File: config.mk
export PLATFORM = sky130hd
export DESIGN_NAME = serial_audio_rx
export DESIGN_NICKNAME = d
export VERILOG_FILES = /design/src/rtl/sar_pkg.sv /design/src/rtl/sar_sync.sv /design/src/rtl/sar_framer.sv /design/src/rtl/sar_lane.sv /design/src/rtl/serial_audio_rx.sv
export SDC_FILE = /design/constraint.sdc
export NUM_CORES = 1
export LEC_CHECK = 0
export CAP_MARGIN = 20
export CORE_MARGIN = 4
export CORE_UTILIZATION = 60
export CTS_CLUSTER_SIZE = 30
export DETAILED_ROUTE_END_ITERATION = 8
export DONT_BUFFER_PORTS = 1
export PLACE_DENSITY = 0.84
export SLEW_MARGIN = 20
export SYNTH_ARGS = -nofsm -noshare
export SYNTH_HDL_FRONTEND = slang
export SYNTH_SLANG_ARGS = --single-unit
File: constraint.sdc
create_clock -name clk -period 3.7 [get_ports clk]
set_input_delay 0.185 -clock clk [delete_from_list [all_inputs] [get_ports clk]]
set_output_delay 0.185 -clock clk [all_outputs]
set_load 0.03 [all_outputs]
File: src/rtl/sar_pkg.sv
package sar_pkg;

   localparam int unsigned SAR_MAX_BITS = 24;
   localparam int unsigned SAR_MAX_HALF = 32;

   typedef enum logic [2:0] {
      FMT_RJ16 = 3'd0,
      FMT_RJ20 = 3'd1,
      FMT_LJ   = 3'd2,
      FMT_I2S  = 3'd3,
      FMT_RJ24 = 3'd4,
      FMT_RSV5 = 3'd5,
      FMT_RSV6 = 3'd6,
      FMT_RSV7 = 3'd7
   } sar_fmt_e;

   typedef struct packed {
      logic       legal;
      logic       rj;
      logic       i2s;
      logic [5:0] nbits;
      logic [5:0] min_half;
   } sar_cfg_t;

   function automatic sar_cfg_t sar_decode(input logic [2:0] code);
      sar_cfg_t c;
      c = '0;
      case (sar_fmt_e'(code))
         FMT_RJ16: c = '{1'b1, 1'b1, 1'b0, 6'd16, 6'd16};
         FMT_RJ20: c = '{1'b1, 1'b1, 1'b0, 6'd20, 6'd20};
         FMT_LJ:   c = '{1'b1, 1'b0, 1'b0, 6'd24, 6'd24};
         FMT_I2S:  c = '{1'b1, 1'b0, 1'b1, 6'd24, 6'd16};
         FMT_RJ24: c = '{1'b1, 1'b1, 1'b0, 6'd24, 6'd24};
         default:  c = '{1'b0, 1'b0, 1'b0, 6'd24, 6'd24};
      endcase
      return c;
   endfunction

endpackage

File: src/rtl/sar_sync.sv
module sar_sync #(
   parameter int W      = 1,
   parameter int STAGES = 2
) (
   input  logic         clk,
   input  logic         rst_n,
   input  logic [W-1:0] d,
   output logic [W-1:0] q
);

   generate
      if (STAGES == 0) begin : g_bypass
         assign q = d;
      end else begin : g_chain
         logic [W-1:0] st [STAGES];
         always_ff @(posedge clk or negedge rst_n) begin
            if (!rst_n) begin
               for (int s = 0; s < STAGES; s++) st[s] <= '0;
            end else begin
               st[0] <= d;
               for (int s = 1; s < STAGES; s++) st[s] <= st[s-1];
            end
         end
         assign q = st[STAGES-1];
      end
   endgenerate

endmodule

File: src/rtl/sar_framer.sv
module sar_framer
   import sar_pkg::*;
#(
   parameter int CNT_W = 7
) (
   input  logic             clk,
   input  logic             rst_n,
   input  logic             bclk_s,
   input  logic             fclk_s,
   input  logic             fmt_legal,
   input  logic             fmt_i2s,
   input  logic [5:0]       min_half,
   output logic             bit_en,
   output logic             boundary,
   output logic             ending_left,
   output logic             commit,
   output logic             emit,
   output logic [CNT_W-1:0] bit_pos,
   output logic             frame_err
);

   localparam logic [CNT_W-1:0] CNT_MAX  = '1;
   localparam logic [CNT_W-1:0] HALF_MAX = CNT_W'(SAR_MAX_HALF);

   logic             bclk_d;
   logic             fclk_d1;
   logic             eff_lr;
   logic             eff_prev;
   logic             synced;
   logic             left_seen;
   logic [1:0]       prime;
   logic [CNT_W-1:0] cnt;
   logic             half_ok;

   // I2S is handled as left-justified framing seen one bit clock late,
   // with the frame-clock polarity inverted.
   assign bit_en      = bclk_s & ~bclk_d;
   assign eff_lr      = fmt_i2s ? ~fclk_d1 : fclk_s;
   assign boundary    = bit_en & (prime == 2'd2) & (eff_lr != eff_prev);
   assign ending_left = eff_prev;
   assign bit_pos     = boundary ? '0 : cnt;
   assign half_ok     = (cnt >= CNT_W'(min_half)) && (cnt <= HALF_MAX);
   assign commit      = boundary & synced & fmt_legal;
   assign emit        = commit & ~ending_left & left_seen;

   always_ff @(posedge clk or negedge rst_n) begin
      if (!rst_n) begin
         bclk_d    <= 1'b0;
         fclk_d1   <= 1'b0;
         eff_prev  <= 1'b0;
         prime     <= 2'd0;
         cnt       <= '0;
         synced    <= 1'b0;
         left_seen <= 1'b0;
         frame_err <= 1'b0;
      end else begin
         bclk_d <= bclk_s;
         if (bit_en) begin
            fclk_d1  <= fclk_s;
            eff_prev <= eff_lr;
            if (prime != 2'd2) prime <= prime + 2'd1;
            if (boundary)            cnt <= {{(CNT_W-1){1'b0}}, 1'b1};
            else if (cnt != CNT_MAX) cnt <= cnt + 1'b1;
         end
         if (boundary)              synced    <= 1'b1;
         if (commit & ending_left)  left_seen <= 1'b1;
         if (commit & ~half_ok)     frame_err <= 1'b1;
      end
   end

endmodule

File: src/rtl/sar_lane.sv
module sar_lane
   import sar_pkg::*;
#(
   parameter int WORD_W = 24,
   parameter int CNT_W  = 7
) (
   input  logic              clk,
   input  logic              rst_n,
   input  logic              bit_en,
   input  logic              boundary,
   input  logic              commit,
   input  logic              ending_left,
   input  logic [CNT_W-1:0]  bit_pos,
   input  logic              din,
   input  logic              fmt_rj,
   input  logic [5:0]        nbits,
   output logic [WORD_W-1:0] left_w,
   output logic [WORD_W-1:0] right_w
);

   logic [SAR_MAX_BITS-1:0] shift_q;
   logic [WORD_W-1:0]       asm_q;
   logic [WORD_W-1:0]       asm_next;
   logic [WORD_W-1:0]       rj_word;
   logic [WORD_W-1:0]       cap_word;

   always_comb begin
      rj_word  = WORD_W'(shift_q) << (WORD_W - SAR_MAX_BITS);
      rj_word  = rj_word << (6'(SAR_MAX_BITS) - nbits);
      cap_word = fmt_rj ? rj_word : asm_q;
      asm_next = boundary ? '0 : asm_q;
      for (int k = 0; k < SAR_MAX_BITS; k++) begin
         if (bit_pos == CNT_W'(k)) asm_next[WORD_W-1-k] = din;
      end
   end

   always_ff @(posedge clk or negedge rst_n) begin
      if (!rst_n) begin
         shift_q <= '0;
         asm_q   <= '0;
         left_w  <= '0;
         right_w <= '0;
      end else if (bit_en) begin
         shift_q <= {shift_q[SAR_MAX_BITS-2:0], din};
         asm_q   <= asm_next;
         if (commit) begin
            if (ending_left) left_w  <= cap_word;
            else             right_w <= cap_word;
         end
      end
   end

endmodule

File: src/rtl/serial_audio_rx.sv
module serial_audio_rx
   import sar_pkg::*;
#(
   parameter int LANES       = 3,
   parameter int WORD_W      = 24,
   parameter int SYNC_STAGES = 2,
   parameter int CNT_W       = 7
) (
   input  logic                    clk,
   input  logic                    rst_n,
   input  logic [2:0]              fmt_sel,
   input  logic                    bclk_in,
   input  logic                    fclk_in,
   input  logic [LANES-1:0]        sdata_in,
   output logic [LANES*WORD_W-1:0] left_out,
   output logic [LANES*WORD_W-1:0] right_out,
   output logic                    frame_valid,
   output logic                    fmt_err,
   output logic                    frame_err
);

   localparam int SW = LANES + 2;

   if (LANES < 1) begin : g_chk_lanes
      $error("serial_audio_rx: LANES must be at least 1");
   end
   if (WORD_W < int'(SAR_MAX_BITS)) begin : g_chk_word
      $error("serial_audio_rx: WORD_W must hold a 24-bit word");
   end
   if (CNT_W < 6) begin : g_chk_cnt
      $error("serial_audio_rx: CNT_W must count past 32");
   end
   if (SYNC_STAGES < 0) begin : g_chk_sync
      $error("serial_audio_rx: SYNC_STAGES must not be negative");
   end

   logic [SW-1:0]    raw_in;
   logic [SW-1:0]    syn_in;
   logic             bclk_s;
   logic             fclk_s;
   logic [LANES-1:0] data_s;
   logic [2:0]       fmt_q;
   sar_cfg_t         cfg;
   logic             bit_en;
   logic             boundary;
   logic             ending_left;
   logic             commit;
   logic             emit;
   logic [CNT_W-1:0] bit_pos;

   assign raw_in = {bclk_in, fclk_in, sdata_in};

   sar_sync #(.W(SW), .STAGES(SYNC_STAGES)) u_sync (
      .clk   (clk),
      .rst_n (rst_n),
      .d     (raw_in),
      .q     (syn_in)
   );

   assign bclk_s = syn_in[SW-1];
   assign fclk_s = syn_in[SW-2];
   assign data_s = syn_in[LANES-1:0];

   // Format is followed while reset is held and frozen at release.
   always_ff @(posedge clk) begin
      if (!rst_n) fmt_q <= fmt_sel;
   end

   assign cfg = sar_decode(fmt_q);

   sar_framer #(.CNT_W(CNT_W)) u_framer (
      .clk         (clk),
      .rst_n       (rst_n),
      .bclk_s      (bclk_s),
      .fclk_s      (fclk_s),
      .fmt_legal   (cfg.legal),
      .fmt_i2s     (cfg.i2s),
      .min_half    (cfg.min_half),
      .bit_en      (bit_en),
      .boundary    (boundary),
      .ending_left (ending_left),
      .commit      (commit),
      .emit        (emit),
      .bit_pos     (bit_pos),
      .frame_err   (frame_err)
   );

   for (genvar g = 0; g < LANES; g++) begin : g_lane
      sar_lane #(.WORD_W(WORD_W), .CNT_W(CNT_W)) u_lane (
         .clk         (clk),
         .rst_n       (rst_n),
         .bit_en      (bit_en),
         .boundary    (boundary),
         .commit      (commit),
         .ending_left (ending_left),
         .bit_pos     (bit_pos),
         .din         (data_s[g]),
         .fmt_rj      (cfg.rj),
         .nbits       (cfg.nbits),
         .left_w      (left_out[g*WORD_W +: WORD_W]),
         .right_w     (right_out[g*WORD_W +: WORD_W])
      );
   end

   always_ff @(posedge clk or negedge rst_n) begin
      if (!rst_n) begin
         frame_valid <= 1'b0;
         fmt_err     <= 1'b0;
      end else begin
         frame_valid <= emit;
         fmt_err     <= ~cfg.legal;
      end
   end

endmodule

# Word-level counts from Yosys, hierarchy flattened
# Cells that the tools add are included.
# totals
regBits	318
# classes
n_addsub	3
magnitude_cmp	2
n_eq_ne	31
shifts	3
muxes	81
bitwise_logic	14
n_reduce_logical	56
# op_table
op	count
$mux W24	4
$pmux W15 S5	1
$mux W1	73
$shl A24 B6 Y24	3
$eq A7 B4 Y1 const B	8
$eq A7 B5 Y1 const B	8
$reduce_and A2 Y1	26
$reduce_bool A2 Y1	25
$eq A7 B3 Y1 const B	4
$mux W7	3
$eq A7 B2 Y1 const B	2
$and A1 B1 Y1	9
$add A7 B1 Y7 const B	1
$eq A7 B1 Y1 const B	1
$ge A7 B6 Y1	1
$le A7 B6 Y1 const B	1
$logic_not A7 Y1	1
$ne A7 B7 Y1 const B	1
$eq A3 B2 Y1 const B	2
$reduce_and A3 Y1	2
$sub A5 B6 Y6 const A	1
$not A1 Y1	5
$eq A3 B1 Y1 const B	1
$eq A3 B3 Y1 const B	1
6 further kinds	6

# Logic depth before layout (Yosys ltp)
# Gate-level depths: netlist (run 1).
# depth
word_depth	9
depth_mapped	12

# Cells and area by module
# Synthesis (run 1) repeated with hierarchy kept, for this count alone.
# unflattened
hier_cells	1738
area_unflattened_um2	17834.6
# by_module_without_submodules
mod	n_inst	cells_per_inst	area_each_um2	seq_area_each_um2
sar_lane	3	535	5467.7	2402.3
sar_framer	1	102	944.7	375.4
sar_sync	1	15	287.8	250.2
serial_audio_rx	1	16	198.9	140.1

# Least setup slack after synthesis (run 1)
# Ideal clock, no wire load.
# synth_path
path_kind	reg2reg
start	reg fmt_q[1]
end	reg g_lane[0].u_lane.right_w[20]
setup_time_ns	0.131
t_arrival_ns	2.833
slack_ns	0.736
stages_incl_launch_ff	12
n_path_buf	6
period_less_slack_ns	2.964
path_cell_list	edfxtp_1 -> buf_2 -> nor3b_1 -> buf_2 -> buf_6 -> buf_4 -> ha_1 -> clkbuf_1 -> clkbuf_1 -> mux4_2 -> a22oi_1 -> mux2i_1
# synth_between
elab_chain_cells	8
# synth_lines
item	line	source
start, declared	serial_audio_rx.sv:42	logic [2:0] fmt_q;
start signal, assigned	serial_audio_rx.sv:66	if (!rst_n) fmt_q <= fmt_sel;
$eq A3 B3 Y1 (tied with other cells)	sar_pkg.sv:28	case (sar_fmt_e'(code))
$pmux W15 S5 *	sar_pkg.sv:28	
parallel branches: the longest is 6 deep, another holds $sub A5 B6 Y6	--	
end signal, assigned	sar_lane.sv:48	else right_w <= cap_word;
end, declared	sar_lane.sv:18	output logic [WORD_W-1:0] right_w
# Mark *: on every way between the ends.
# A chain may end at the register's enable or synchronous reset.

# Worst setup path in the final report (run 1)
# layout_path
start	reg fmt_q[1]
end	reg g_lane[0].u_lane.left_w[15]
# layout_between
elab_chain_cells	8
# layout_lines
item	line	source
$eq A3 B3 Y1 (tied with other cells)	sar_pkg.sv:28	
$pmux W15 S5 *	sar_pkg.sv:28	
parallel branches: the longest is 6 deep, another holds $sub A5 B6 Y6	--	
end signal, assigned	sar_lane.sv:47	if (ending_left) left_w <= cap_word;
end, declared	sar_lane.sv:17	output logic [WORD_W-1:0] left_w,
# Marked as above.

==> flow_metrics.tcl, run 1 <==
set metrics [dict create \
    vdd_ir_drop_max_mv 0.378 \
    tritoncts "yes" \
    leakagePower_nw 8.01 \
    timing_worst_setup_path_type "reg -> reg" \
    initialDrtViolationCount 1292 \
    drv_cap 0 \
    power_density_nw_per_um2 612 \
    timing_max_transition_violations_final 0 \
    die_w_um 164 \
    synth.ff_latch_count 318 \
    route.detailed.vias_per_inst 6.46 \
    number_of_buffer_cells_added_on_primary_ports 0 \
    sequential_area_share_after_synthesis_pct 54.3 \
    cts_resized 0 \
    finish.net_count 1271 \
    area_of_the_core_um2 23800 \
    post_synth_inst_count 1287 \
    violations "hold timing" \
    setup_viol_count_final 0 \
    first_global_vias 10406 \
    number_of_antenna_violations_at_the_first_check_in_global_routing 0 \
    postCtsSetupBuffers 0 \
    worst-path-max-fanout 18 \
    net_count_synth 1303 \
    vias 10324 \
    seqCellArea_um2 7970 \
    timing.hold.ws_ns -0.647 \
    worst_ep_arrival_time_ns 3.39 \
    pin_count_of_the_biggest_net_entering_global_routing 317 \
    end_kind "flip-flop" \
    synth.distinct_cells 58 \
    most_used_flip_flop_cell_after_synthesis "sky130_fd_sc_hd__dfrtp_1" \
    maxSlewHeadroom_pct 30.0 \
    route.antenna.remaining_nets 0 \
    setup_total_negative_slack_ns 0 \
    synth_enable_flop_cells 3 \
    grt.total_usage_pct 28.8 \
    drt_drc_violations_left 0 \
    final-hold-violation-count 315 \
    first_pass_grt_wire_length_mm 60.5 \
    path_clk_slew_ns 0.06 \
    worst-r2r-setup-slack_ns 0.70 \
    gp_congestion 0.956 \
    drtPass1Iterations 5 \
    worst_slew_pin_slew_ns 1.04 \
    setup_repair_after_global_routing_missed_its_margin "false" \
    post_route_cells_drive_above_1_share_pct 13.9 \
    layout.core_utilization_pct 67.9 \
    die_height_um 164 \
    critPathRequiredTime_ns 4.09 \
    cts_bufs_inserted 35 \
    layout_min_cycle_time_ns 3.00 \
    source_to_sink_clock_delay_at_the_later_pin_of_the_worst_skew_pair_ns 0.52 \
    synth.avg_cell_area_um2 11.4 \
    worst_hold_path_type "in -> async" \
    synth.yosys.warnings 0 \
    clockRootBuffer "sky130_fd_sc_hd__clkbuf_16" \
    tritoncts_num_sinks 318 \
    synthToLayoutAreaGrowth_pct 9.81 \
    floorplan.initialDensity_pct 61.8 \
    syn-cell-area_um2 14700 \
    cts_hold_buf 9 \
    rows 56 \
    n_fill_cell 1540 \
    finalClockSkew_ns 0.0199 \
    total_overflow_reported_by_the_global_router 0 \
    max-clock-path-buffers 3 \
    maxClockFrequency_mhz 333 \
    sort_of_element_at_the_start_of_the_critical_path "flip-flop" \
    route.final.wire_length_mm 38.8 \
    place_hpwl_mm 24.3 \
    h-tree-depth 2 \
    final_min_period_over_clock_period_pct 81.1 \
    die-area_um2 27000 \
    route.detailed.wl_per_inst_um 24.3 \
    postSynth.asyncResetShare_pct 99.1 \
    status "finished, violations left" \
    antenna_cells 0 \
    ioPinCount 157 \
    multiInputGateArea_um2 6000 \
]
-- layout make-up --
cell class / count / area share [%]
Clock buffer: 48 / 6.05
Clock inverter: 14 / 1.38
Inverter: 84 / 1.95
Multi-Input combinational cell: 793 / 37.2
Sequential cell: 318 / 49.4
Tap cell: 319 / 2.47
Timing Repair Buffer: 23 / 1.52
-- worst max-delay path: stages (launching register included) --
cell and delay (ns):
sky130_fd_sc_hd__edfxtp_1 0.57, sky130_fd_sc_hd__or2_2 0.37, sky130_fd_sc_hd__ha_2 0.66, sky130_fd_sc_hd__buf_4 0.32
sky130_fd_sc_hd__mux4_2 0.51, sky130_fd_sc_hd__a22oi_1 0.28, sky130_fd_sc_hd__mux2i_1 0.14
-- sequential cells by signal, summed over array words and instances, names as in the netlist, 2 cells and up --
register,count
u_framer.prime,2
g_lane.u_lane.asm_q,72
fmt_q,3
u_framer.cnt,7
u_sync.q,5
g_lane.u_lane.left_w,72
u_sync.g_chain.st,5
g_lane.u_lane.shift_q,72
g_lane.u_lane.right_w,72
-- Yosys cell counts, types with 4 or more instances --
cell / count / area share (%)
sky130_fd_sc_hd__a21oi_1: 5 / 0.17
sky130_fd_sc_hd__a22o_1: 12 / 0.72
sky130_fd_sc_hd__a22oi_1: 48 / 2.5
sky130_fd_sc_hd__buf_1: 7 / 0.18
sky130_fd_sc_hd__buf_2: 24 / 0.82
sky130_fd_sc_hd__buf_4: 10 / 0.51
sky130_fd_sc_hd__buf_6: 5 / 0.38
sky130_fd_sc_hd__clkbuf_1: 46 / 1.2
sky130_fd_sc_hd__dfrtp_1: 315 / 54
sky130_fd_sc_hd__ha_1: 6 / 0.51
sky130_fd_sc_hd__inv_1: 84 / 2.1
sky130_fd_sc_hd__mux2_1: 13 / 1.0
sky130_fd_sc_hd__mux2_2: 26 / 2.0
sky130_fd_sc_hd__mux2_4: 33 / 3.4
sky130_fd_sc_hd__mux2i_1: 145 / 9.9
sky130_fd_sc_hd__mux4_2: 36 / 5.5
sky130_fd_sc_hd__nand2_1: 261 / 6.7
sky130_fd_sc_hd__nand2b_1: 6 / 0.26
sky130_fd_sc_hd__nand3_1: 8 / 0.27
sky130_fd_sc_hd__nand3b_1: 4 / 0.20
sky130_fd_sc_hd__nand4_1: 24 / 1.0
sky130_fd_sc_hd__nor2_1: 54 / 1.4
sky130_fd_sc_hd__nor2b_1: 6 / 0.26
sky130_fd_sc_hd__nor3_1: 9 / 0.31
sky130_fd_sc_hd__o21ai_0: 5 / 0.17
sky130_fd_sc_hd__o21ai_1: 25 / 0.85
sky130_fd_sc_hd__o22ai_1: 21 / 0.89
-- through the flow --
| stage | total power, mW | area (µm²) | instances | setup WS, ns |
|---|---|---|---|---|
| after floorplan | 5.63 | 14700 | 1287 | 0.736 |
| after global placement | 6.08 | 14800 | 1528 | 0.842 |
| after detailed placement | 6.17 | 14800 | 1528 | 0.725 |
| after CTS | 9.84 | 16100 | 1599 | 0.722 |
| after global routing | 10.3 | 16100 | 1599 | 0.576 |
| final | 9.87 | 16100 | 1599 | 0.698 |
-- power breakdown --
group / leakage, nW / total, mW / switching, mW / internal (mW)
logic: 3.10 / 1.55 / 0.928 / 0.624
clock network: 0.584 / 3.64 / 1.42 / 2.21
registers: 4.33 / 4.68 / 0.730 / 3.95
-- worst paths after layout --
kind                                                     to                 start  cells past startpoint
worst max-delay path            g_lane[0].u_lane.left_w[15]              fmt_q[1]                      6
worst min-delay path            g_lane[0].u_lane.left_w[11]                 rst_n                      0
worst max register to register  g_lane[0].u_lane.left_w[15]              fmt_q[1]                      6
worst min register to register                  u_sync.q[0]  u_sync.g_chain.st[5]                      0
max in group asynchronous       g_lane[1].u_lane.shift_q[9]                 rst_n                      0
min in group clk                       u_sync.g_chain.st[8]               fclk_in                      1
-- cell usage in the layout (no fill, tap or decap), types with 3 or more instances in the layout --
master                          count
sky130_fd_sc_hd__nand4_1           24
sky130_fd_sc_hd__a211oi_1           3
sky130_fd_sc_hd__nand2_1          261
sky130_fd_sc_hd__dlygate4sd3_1      9
sky130_fd_sc_hd__nor3_1             8
sky130_fd_sc_hd__mux2i_1          145
sky130_fd_sc_hd__nor2b_1            6
sky130_fd_sc_hd__o21ai_0            5
sky130_fd_sc_hd__or3_1              3
sky130_fd_sc_hd__a21oi_1            5
sky130_fd_sc_hd__ha_1               5
sky130_fd_sc_hd__nand2b_1           5
sky130_fd_sc_hd__mux2_2            26
sky130_fd_sc_hd__o211ai_1           3
sky130_fd_sc_hd__nor2_1            54
sky130_fd_sc_hd__clkbuf_8           3
sky130_fd_sc_hd__mux2_1            13
sky130_fd_sc_hd__clkbuf_1           9
sky130_fd_sc_hd__inv_1             84
sky130_fd_sc_hd__o31ai_1            3
sky130_fd_sc_hd__bufinv_16          5
sky130_fd_sc_hd__o22ai_1           21
sky130_fd_sc_hd__buf_12             4
sky130_fd_sc_hd__o21ai_1           25
sky130_fd_sc_hd__clkbuf_16         36
sky130_fd_sc_hd__mux2_4            33
sky130_fd_sc_hd__clkinv_2           4
sky130_fd_sc_hd__nand3_1            8
sky130_fd_sc_hd__edfxtp_1           3
sky130_fd_sc_hd__mux4_2            36
sky130_fd_sc_hd__buf_4             10
sky130_fd_sc_hd__a22oi_1           48
sky130_fd_sc_hd__o2111ai_1          3
sky130_fd_sc_hd__a22o_1            12
sky130_fd_sc_hd__nand3b_1           4
sky130_fd_sc_hd__dfrtp_1          315
-- per-layer routing --
metal | global-route usage [%] | vias to the layer above | routed length (µm)
li1 | - | 4366 | -
met1 | 38.3 | 5204 | 14500
met2 | 45.5 | 646 | 18300
met3 | 8.11 | 108 | 4520
met4 | 11.1 | 0 | 1520
met5 | 0 | - | 0
-- cell families (layout without fill, tap and decap cells) --
family	count (synthesis)	in the layout	share of synthesized area [%]
and+or+nand+nor	394	394	11.6
DFF	318	318	54.3
muxes	253	253	21.8
buffers and inverters	176	169	5.21
AOI/OAI and AO/OA	136	136	6.40
adders and majority gates	6	6	0.511
xor gates and xnor gates	4	4	0.239
No activity file was read; power rests on OpenSTA's default activity.
==> inputs of run 2 (changes only) <==
Settings changed: CORE_UTILIZATION 60 to 58.
Clock period 3.7 ns to 2.5 ns, I/O delays scaled along.
==> flow_metrics.tcl, run 2 (same netlist as run 1, synthesis figures left out) <==
set metrics [dict create \
    floorplan.initialDensity_pct 59.7 \
    die-area_um2 27900 \
    die_w_um 167 \
    drtPass1Iterations 5 \
    die_height_um 167 \
    drt_drc_violations_left 0 \
    leakagePower_nw 8.09 \
    tritoncts "yes" \
    relative_contribution_of_combinational_cells_to_total_power_pct 17.2 \
    route.detailed.wl_per_inst_um 23.9 \
    status "finished, violations left" \
    route.antenna.remaining_nets 0 \
    violations "hold timing" \
    place_hpwl_mm 26.3 \
    post_route_cells_drive_above_1_share_pct 16.1 \
    end_kind "flip-flop" \
    grt.total_usage_pct 27.2 \
    layout.core_utilization_pct 66.0 \
    layout.cells.most_common_list "315 x sky130_fd_sc_hd__dfrtp_1, 261 x sky130_fd_sc_hd__nand2_1, 145 x sky130_fd_sc_hd__mux2i_1" \
    total_overflow_reported_by_the_global_router 0 \
    timing.hold.ws_ns -0.718 \
    final_min_period_over_clock_period_pct 97.7 \
    path_clk_slew_ns 0.07 \
    clockRootBuffer "sky130_fd_sc_hd__clkbuf_16" \
    final-hold-violation-count 315 \
    tritoncts_num_sinks 318 \
    worst-r2r-setup-slack_ns 0.06 \
    source_to_sink_clock_delay_at_the_later_pin_of_the_worst_skew_pair_ns 0.57 \
    rows 57 \
    layout_min_cycle_time_ns 2.44 \
    switching_power_mw 4.46 \
    vias 10347 \
    number_of_antenna_violations_at_the_first_check_in_global_routing 2 \
    clock_power_share_pct 33.1 \
    h-tree-depth 1 \
    maxClockFrequency_mhz 409 \
    most_common_cell_after_layout_fill_and_taps_aside "sky130_fd_sc_hd__dfrtp_1" \
    crit-reg2reg-launch "fmt_q[1]" \
    cts_hold_buf 9 \
    route.final.wire_length_mm 38.9 \
    setup_repair_after_global_routing_missed_its_margin "false" \
    finalClockSkew_ns 0.0298 \
    number_of_buffer_cells_added_on_primary_ports 0 \
    max-clock-path-buffers 3 \
    critPathRequiredTime_ns 2.91 \
    maxSlewHeadroom_pct 30.8 \
    timing_max_transition_violations_final 0 \
    finish.net_count 1297 \
    first_pass_grt_wire_length_mm 60.9 \
    worst_ep_arrival_time_ns 2.85 \
    route.detailed.vias_per_inst 6.35 \
    synthToLayoutAreaGrowth_pct 10.6 \
    intPower_mw 9.54 \
    vdd_ir_drop_max_mv 0.588 \
    setup_ws_ns 0.0567 \
    ioPinCount 157 \
    worst-path-max-fanout 9 \
    switching_share_pct 31.8 \
    drv_cap 0 \
    setup_viol_count_final 0 \
    power.sequential.fraction_pct 49.8 \
    power_density_nw_per_um2 861 \
    first_global_vias 10287 \
    timing.reg2reg.worst_path_depth 6 \
    dpl_worst_slack_ns -0.0164 \
    critical_path.reg2reg.endpoint "g_lane[2].u_lane.right_w[20]" \
    cts_bufs_inserted 31 \
    worst_hold_path_type "in -> async" \
    gp_congestion 0.962 \
    area_of_the_core_um2 24600 \
    worst_slew_pin_slew_ns 1.04 \
    timing_worst_setup_path_type "reg -> reg" \
    sort_of_element_at_the_start_of_the_critical_path "flip-flop" \
    initialDrtViolationCount 1611 \
    pin_count_of_the_biggest_net_entering_global_routing 317 \
]
## run 2: cell count changes in the layout (fill, tap and decap cells not counted), sizes merged
cell	previous run	this run
diode	0	2
inv	86	85
clkinvlp	1	3
buf	14	44
clkbuf	48	44
bufinv	5	2
## run 2: how the worst max path moves through the flow
stage,start,depth (start not counted),to,slack (ns)
6_report,fmt_q[1],6,g_lane[2].u_lane.right_w[20],0.06
5_1_grt,fmt_q[1],6,g_lane[0].u_lane.right_w[16],0.0004
4_1_cts,fmt_q[1],6,g_lane[1].u_lane.right_w[17],0.01
3_5_place_dp,fmt_q[1],6,g_lane[1].u_lane.right_w[15],-0.02
3_3_place_gp,fmt_q[1],6,g_lane[1].u_lane.right_w[17],0.1
2_1_floorplan,fmt_q[0],11,g_lane[0].u_lane.right_w[23],0.02
## run 2: critical path: stages, from the launching register on
cell and delay (ns):
sky130_fd_sc_hd__edfxtp_1 0.47, sky130_fd_sc_hd__or2_2 0.36, sky130_fd_sc_hd__ha_4 0.38, sky130_fd_sc_hd__buf_4 0.15, sky130_fd_sc_hd__mux4_2 0.51, sky130_fd_sc_hd__a22oi_1 0.31, sky130_fd_sc_hd__mux2i_1 0.12
## run 2: routing by layer
layer	wire length [µm]	GRT usage, %
met1	15200	38.6
met3	4820	8.20
met4	1310	9.60
met2	17600	40.5
met5	0	0
## run 2: through the flow
step | std cells | total power [mW] | setup TNS (ns) | area, µm²
global route | 1630 | 14.5 | 0 | 16300
floorplan | 1287 | 8.35 | 0 | 14800
finish | 1630 | 14.0 | 0 | 16300
CTS | 1621 | 13.9 | 0 | 16200
detailed placement | 1556 | 9.28 | -0.0196 | 15100
global placement | 1556 | 9.11 | 0 | 15100
## run 2: cell type report
| cell class | count | area, µm² |
|---|---|---|
| multi-input cells | 793 | 6030 |
| diodes | 2 | 5.00 |
| fillers | 1701 | 8350 |
| well taps | 324 | 405 |
| clock inverters | 12 | 121 |
| inverters | 84 | 315 |
| flip-flops and latches | 318 | 7970 |
| repair buffers | 53 | 508 |
| clock buffers | 44 | 895 |
## run 2: power by group through the flow
stage | logic, mW | registers [mW] | clock network, mW
3_5_place_dp | 2.28 | 7.00 | 0
2_1_floorplan | 1.80 | 6.56 | 0
4_1_cts | 2.32 | 6.91 | 4.68
5_1_grt | 2.62 | 7.01 | 4.92
3_3_place_gp | 2.15 | 6.96 | 0
6_report | 2.40 | 6.96 | 4.63
## run 2: repair_timing
item / in CTS / in global routing
hold endpoints to repair: 326 / 315
gates resized for setup: 0 / 5
setup endpoints to repair: 0 / 26
setup buffers: 0 / 7
